**config.mk**
```make
export PLATFORM = sky130hd
export DESIGN_NAME = byte_reg_bridge
export DESIGN_NICKNAME = d
export VERILOG_FILES = /design/src/rtl/byte_bridge_pkg.sv /design/src/rtl/byte_bridge_ctrl.sv /design/src/rtl/byte_bridge_dp.sv /design/src/rtl/byte_reg_bridge.sv
export SDC_FILE = /design/constraint.sdc
export NUM_CORES = 1
export LEC_CHECK = 0
export CELL_PAD_IN_SITES_DETAIL_PLACEMENT = 0
export CELL_PAD_IN_SITES_GLOBAL_PLACEMENT = 1
export CORE_MARGIN = 5
export CORE_UTILIZATION = 44
export CTS_BUF_LIST = sky130_fd_sc_hd__clkbuf_8
export DETAILED_ROUTE_END_ITERATION = 6
export DONT_BUFFER_PORTS = 1
export GPL_TIMING_DRIVEN = 0
export PLACE_DENSITY_LB_ADDON = 0.05
export REMOVE_ABC_BUFFERS = 1
export SLEW_MARGIN = 10
export SYNTH_ARGS = -nofsm -noshare
export SYNTH_HDL_FRONTEND = slang
export SYNTH_SLANG_ARGS = --single-unit
```
**constraint.sdc**
```tcl
create_clock -name clk -period 1.45 [get_ports clk]
set_clock_uncertainty 0.1 [all_clocks]
set_input_delay 0.145 -clock clk [delete_from_list [all_inputs] [get_ports clk]]
set_output_delay 0.145 -clock clk [all_outputs]
set_load 0.03 [all_outputs]
```
**src/rtl/byte_bridge_pkg.sv**
```systemverilog
package byte_bridge_pkg;
  localparam logic [7:0] OFF_ID    = 8'h00;
  localparam logic [7:0] OFF_CTRL  = 8'h04;
  localparam logic [7:0] OFF_LDATA = 8'h08;
  localparam logic [7:0] OFF_UDATA = 8'h0C;
  localparam logic [7:0] OFF_EN    = 8'h10;
  localparam logic [7:0] OFF_FLAG  = 8'h14;

  localparam int BIT_BUSY = 31;
  localparam int BIT_SIZE = 25;
  localparam int BIT_DIR  = 24;
  localparam int LSB_BENU = 20;
  localparam int LSB_BENL = 16;

  typedef struct packed {
    logic       ctrlWr;
    logic       ldataWr;
    logic       udataWr;
    logic       enWr;
    logic [1:0] flagClr;
    logic       done;
    logic       rdCapture;
    logic       irqRise;
  } strobes_t;
endpackage

```
**src/rtl/byte_bridge_ctrl.sv**
```systemverilog
module byte_bridge_ctrl
  import byte_bridge_pkg::*;
#(
  parameter int HOST_AW = 5
) (
  input  logic               clk,
  input  logic               rstN,
  input  logic               hostEn,
  input  logic               hostWe,
  input  logic [HOST_AW-1:0] hostAddr,
  input  logic               wrDir,
  input  logic               wrLane0,
  input  logic [1:0]         wrFlagBits,
  input  logic               cfgDir,
  input  logic               cfgLane0,
  input  logic               subAck,
  input  logic               subIrq,
  output strobes_t           stb,
  output logic               busy
);
  logic isWrite;
  logic irqPrev;
  logic launch;

  assign isWrite = hostEn && hostWe;

  always_comb begin
    stb = '0;
    stb.ctrlWr    = isWrite && !busy && (hostAddr == HOST_AW'(OFF_CTRL));
    stb.ldataWr   = isWrite && !busy && (hostAddr == HOST_AW'(OFF_LDATA));
    stb.udataWr   = isWrite && (hostAddr == HOST_AW'(OFF_UDATA));
    stb.enWr      = isWrite && (hostAddr == HOST_AW'(OFF_EN));
    stb.flagClr   = (isWrite && (hostAddr == HOST_AW'(OFF_FLAG))) ? wrFlagBits : 2'b00;
    stb.done      = busy && subAck;
    stb.rdCapture = busy && subAck && cfgDir;
    stb.irqRise   = subIrq && !irqPrev;
  end

  // Read starts on control write; write starts on data write.
  assign launch = (stb.ctrlWr && wrDir && wrLane0) ||
                  (stb.ldataWr && !cfgDir && cfgLane0);

  always_ff @(posedge clk) begin
    if (!rstN) begin
      busy    <= 1'b0;
      irqPrev <= 1'b0;
    end else begin
      irqPrev <= subIrq;
      if (launch)
        busy <= 1'b1;
      else if (stb.done)
        busy <= 1'b0;
    end
  end
endmodule

```
**src/rtl/byte_bridge_dp.sv**
```systemverilog
module byte_bridge_dp
  import byte_bridge_pkg::*;
#(
  parameter int          HOST_AW  = 5,
  parameter int          SUB_AW   = 8,
  parameter logic [31:0] ID_VALUE = 32'h4252_0001
) (
  input  logic               clk,
  input  logic               rstN,
  input  strobes_t           stb,
  input  logic               busy,
  input  logic [HOST_AW-1:0] hostAddr,
  input  logic [31:0]        hostWdata,
  input  logic [7:0]         subRdata,
  output logic [31:0]        hostRdata,
  output logic               irqOut,
  output logic               cfgDir,
  output logic               cfgLane0,
  output logic [SUB_AW-1:0]  subAddr,
  output logic [7:0]         subWdata
);
  localparam int LANES = 4;

  logic              cfgSize;
  logic [LANES-1:0]  cfgBenU;
  logic [LANES-1:0]  cfgBenL;
  logic [SUB_AW-1:0] cfgAddr;
  logic [31:0]       ldata;
  logic [31:0]       udata;
  logic [1:0]        irqEn;
  logic [1:0]        irqFlag;
  logic [31:0]       ctrlWord;

  always_ff @(posedge clk) begin
    if (!rstN) begin
      cfgSize <= 1'b0;
      cfgDir  <= 1'b0;
      cfgBenU <= '0;
      cfgBenL <= '0;
      cfgAddr <= '0;
      ldata   <= '0;
      udata   <= '0;
      irqEn   <= '0;
      irqFlag <= '0;
    end else begin
      if (stb.ctrlWr) begin
        cfgSize <= hostWdata[BIT_SIZE];
        cfgDir  <= hostWdata[BIT_DIR];
        cfgBenU <= hostWdata[LSB_BENU +: LANES];
        cfgBenL <= hostWdata[LSB_BENL +: LANES];
        cfgAddr <= hostWdata[SUB_AW-1:0];
      end
      if (stb.rdCapture)
        ldata <= {24'd0, subRdata};
      else if (stb.ldataWr)
        ldata <= hostWdata;
      if (stb.udataWr)
        udata <= hostWdata;
      if (stb.enWr)
        irqEn <= hostWdata[1:0];
      // set wins over a same-cycle clear
      irqFlag[1] <= (irqFlag[1] && !stb.flagClr[1]) || stb.irqRise;
      irqFlag[0] <= (irqFlag[0] && !stb.flagClr[0]) || stb.done;
    end
  end

  always_comb begin
    ctrlWord = '0;
    ctrlWord[BIT_BUSY] = busy;
    ctrlWord[BIT_SIZE] = cfgSize;
    ctrlWord[BIT_DIR]  = cfgDir;
    ctrlWord[LSB_BENU +: LANES] = cfgBenU;
    ctrlWord[LSB_BENL +: LANES] = cfgBenL;
    ctrlWord[SUB_AW-1:0] = cfgAddr;
  end

  always_comb begin
    case (hostAddr)
      HOST_AW'(OFF_ID):    hostRdata = ID_VALUE;
      HOST_AW'(OFF_CTRL):  hostRdata = ctrlWord;
      HOST_AW'(OFF_LDATA): hostRdata = ldata;
      HOST_AW'(OFF_UDATA): hostRdata = udata;
      HOST_AW'(OFF_EN):    hostRdata = {30'd0, irqEn};
      HOST_AW'(OFF_FLAG):  hostRdata = {30'd0, irqFlag};
      default:             hostRdata = '0;
    endcase
  end

  assign irqOut   = |(irqFlag & irqEn);
  assign cfgLane0 = cfgBenL[0];
  assign subAddr  = cfgAddr;
  assign subWdata = ldata[7:0];
endmodule

```
**src/rtl/byte_reg_bridge.sv**
```systemverilog
module byte_reg_bridge
  import byte_bridge_pkg::*;
#(
  parameter int          HOST_AW  = 5,
  parameter int          SUB_AW   = 8,
  parameter logic [31:0] ID_VALUE = 32'h4252_0001
) (
  input  logic               clk,
  input  logic               rstN,
  input  logic               hostEn,
  input  logic               hostWe,
  input  logic [HOST_AW-1:0] hostAddr,
  input  logic [31:0]        hostWdata,
  output logic [31:0]        hostRdata,
  output logic               subReq,
  output logic               subWr,
  output logic [SUB_AW-1:0]  subAddr,
  output logic [7:0]         subWdata,
  input  logic               subAck,
  input  logic [7:0]         subRdata,
  input  logic               subIrq,
  output logic               irqOut
);
  strobes_t stb;
  logic     busy;
  logic     cfgDir;
  logic     cfgLane0;

  byte_bridge_ctrl #(.HOST_AW(HOST_AW)) u_ctrl (
    .clk(clk), .rstN(rstN), .hostEn(hostEn), .hostWe(hostWe),
    .hostAddr(hostAddr), .wrDir(hostWdata[BIT_DIR]),
    .wrLane0(hostWdata[LSB_BENL]), .wrFlagBits(hostWdata[1:0]),
    .cfgDir(cfgDir), .cfgLane0(cfgLane0), .subAck(subAck),
    .subIrq(subIrq), .stb(stb), .busy(busy)
  );

  byte_bridge_dp #(.HOST_AW(HOST_AW), .SUB_AW(SUB_AW), .ID_VALUE(ID_VALUE)) u_dp (
    .clk(clk), .rstN(rstN), .stb(stb), .busy(busy), .hostAddr(hostAddr),
    .hostWdata(hostWdata), .subRdata(subRdata), .hostRdata(hostRdata),
    .irqOut(irqOut), .cfgDir(cfgDir), .cfgLane0(cfgLane0),
    .subAddr(subAddr), .subWdata(subWdata)
  );

  assign subReq = busy;
  assign subWr  = !cfgDir;
endmodule

```
==> results.yml <==
sta:
  whs_ps: 7.83
  tightest_slew_ps: 931
  worst_slack_ps: -258
  finalMaxSlewViolations: 0
  period_share_pct: 118
  min_period_ps: 1710
  fmax_mhz: 585
  rsz0062_at_grt: "true"
  hold_viol_final: 0
  setup_viol: 70
  slew_headroom_pct: 37.9
finish:
  final_util_pct: 71.1
  n_fill_cell: 750
  drive_gt1_share_pct: 36.3
  n_antenna_cell: 0
  syn_to_final_growth_pct: 59.1
  final_nets: 644
clock_network:
  cts_root_buffer: "clkbuf_8"
  cts.sinks: 88
  numCtsBuffers: 9
  clk_pin_slew_ps: 90
  insertion_delay_ps: 370
  max-clock-path-buffers: 2
  tritoncts: "built"
  htreeDepth: 3
outcome:
  failed_checks: "setup timing"
  status: "finished, violations left"
drt:
  drt_iter0_drc: 300
  routedWlPerCell_um: 22.6
  drt-vias-per-instance: 6.04
  routed_wl_um: 16500
  drtPass1Iterations: 5
  vias: 4417
  ant_nets: 0
  drc: 0
yosys:
  ys.warnings.count: 0
  syn_inst: 490
  avgSynthCellArea_um2: 8.79
  synth-edff-count: 0
  syn-cell-area_um2: 4310
  postSynth.asyncResetShare_pct: 0
  ys_seq_elements: 88
  ys_types: 39
  ys_seq_area_share_pct: 40.9
  yosys_most_used_dff: "dfxtp_1"
grt:
  grt_pass1_wl_um: 24200
  antenna_found_initial: 0
  grt_max_degree: 57
  track_usage_pct: 26.6
  grt_overflow_total: 0
  grt_pass1_vias: 4465
power:
  ir_drop_mv: 0.486
  p_int_mw: 3.45
  p_sw_mw: 1.31
  finalPower_mw: 4.76
  p_clk_share_pct: 35.1
  p_leak_nw: 2.29
  pwr-share-seq_pct: 51.0
  pwr-share-comb_pct: 13.9
  switching_share_pct: 27.5
  powerDensity_nw_per_um2: 695
die:
  rows: 36
  die_area_um2: 11900
  fp.dieH_um: 109
  core_um2: 9640
  start_util_pct: 44.7
  die_w_um: 109
  pin_count: 102
place:
  gp_congestion: 0.742
  preCtsSetupSlack_ps: -1200
  io_buffers: 0
  dp_hpwl_um: 8100
critical_path:
  cpPeakStageDelay_ps: 400
  required_ps: 1210
  cp.arrival_ps: 1460
  crit_type: "reg -> out"
  cp_slowest_cell: "a221o_2"
  setup.worst_path.end_class: "primary output"
  worst-path-max-fanout: 3
  start_kind: "register"
  crit_chain: "nor3b_2 > a211oi_1 > a221o_2"
worst_hold_path:
  hp-class: "in -> reg"
flow_run:
  drv_cap: 0
per-layer routing:
metal,GRT usage [%],up-vias,wire length [um]
li1,-,2008,-
met3,5.21,28,1140
met5,0,-,0
met4,10.5,0,423
met2,45.3,181,8180
met1,33.1,2200,6780
metrics by stage:
step | setup TNS [ps] | instances | instance area (um^2)
finish | -9520 | 731 | 6850
global route | -12330 | 731 | 6850
CTS | -9200 | 707 | 6060
detailed placement | -116230 | 575 | 4360
global placement | -337520 | 564 | 4150
floorplan | -159690 | 431 | 3990
power by group through the flow:
stage / Clock (mW) / Sequential [mW] / Combinational, mW
detailed placement: 0 / 2.50 / 0.263
global route: 1.78 / 2.43 / 0.693
finish: 1.67 / 2.43 / 0.661
floorplan: 0 / 2.50 / 0.156
CTS: 1.68 / 2.43 / 0.513
global placement: 0 / 2.50 / 0.225
state kept, by name (all words and copies together), names as in the netlist:
| name | cells |
|---|---|
| u_dp.cfgDir | 1 |
| u_dp.cfgBenU | 4 |
| u_dp.cfgSize | 1 |
| u_dp.udata | 32 |
| u_dp.cfgBenL | 4 |
| u_dp.irqFlag | 2 |
| u_ctrl.busy | 1 |
| u_dp.irqEn | 2 |
| u_ctrl.irqPrev | 1 |
| u_dp.subAddr | 8 |
| u_dp.ldata | 32 |
cell usage in the layout, fill, tap and decap left out, types with 5 or more instances in the layout:
master         instances
o31ai_4               24
a211oi_1               6
a21oi_1               20
clkbuf_8              12
mux2i_1               53
o21ai_0                8
dlygate4sd3_1         85
a21oi_2                8
buf_12                 6
a22o_4                13
nand4_1               26
buf_4                 36
dfxtp_4                9
nor2_1                 6
buf_6                 10
nand3b_1               5
nand2_1               86
a221o_2               17
nor2_4                 5
and3_4                13
inv_1                  5
dfxtp_1               65
dfxtp_2               14
cell usage after synthesis (all sizes together), types with 2 or more instances:
cell type  number  share of area (%)
nand2b          4               0.58
a21oi          28                3.3
nand3           5               0.58
inv             6               0.52
nand2          88                7.7
a221o          17                4.0
dfxtp          88                 41
nor3b           2               0.35
nand3b          5               0.87
and3           14                2.0
or3             2               0.29
nor4            6               0.87
o21ai           9                1.0
a211oi          7                1.2
a22o           15                3.1
nor2           10               0.93
buf            24                4.3
nor3            3               0.61
o31ai          28                4.9
nand4          26                3.8
a2111oi         3               0.61
a31oi           2               0.29
clkbuf         35                3.1
a21boi          2               0.35
mux2i          53                 12
what timing repair did:
| action | 4_1_cts | 5_1_grt |
|---|---|---|
| endpoints found under the setup margin | 115 | 86 |
| hold buffers | 84 | 2 |
| gates resized for setup | 115 | 103 |
| setup buffers | 28 | 23 |
| gates cloned | 4 | 2 |
| pin swaps | 39 | 40 |
| endpoints found under the hold margin | 88 | 2 |
worst max-delay path: cells and delay by family, from the launching register on:
kind             cells  cell delay [ps]
flip-flops           1              390
AO/OA/AOI/OAI        2              480
AND/OR/NAND/NOR      1              220
final timing paths:
check                               start                          end  slack [ps]  cells past startpoint
max reg2reg      u_ctrl.busy$_SDFFE_PN0P_    u_dp.cfgSize$_SDFFE_PN0P_        -200                      5
max          u_dp.subAddr[0]$_SDFFE_PN0P_                 hostRdata[0]        -260                      3
min                           hostAddr[0]  u_dp.ldata[22]$_SDFFE_PP0P_           8                      4
min reg2reg    u_dp.udata[2]$_SDFFE_PN0P_   u_dp.udata[2]$_SDFFE_PN0P_         370                      2
final cells by class:
class	count	area, um^2	area share [%]
multi-input combinational	340	3070	44.8
sequential	88	1810	26.5
timing repair buffer	148	1580	23.1
tap	133	166	2.43
clock buffer	12	165	2.41
inverter	6	30.0	0.438
clock inverter	4	18.8	0.274
kinds of logic (layout without fill, tap and decap cells):
kind of cell           Yosys count  after routing  synth area share (%)
multiplexers                    53             53                  12.3
buffers and inverters           65            170                  7.90
flip-flops                      88             88                  40.9
AND/OR/NAND/NOR                171            174                  19.8
AO/OA/AOI/OAI                  113            113                  19.1
Note: power is estimated with default switching activity, not from simulation.
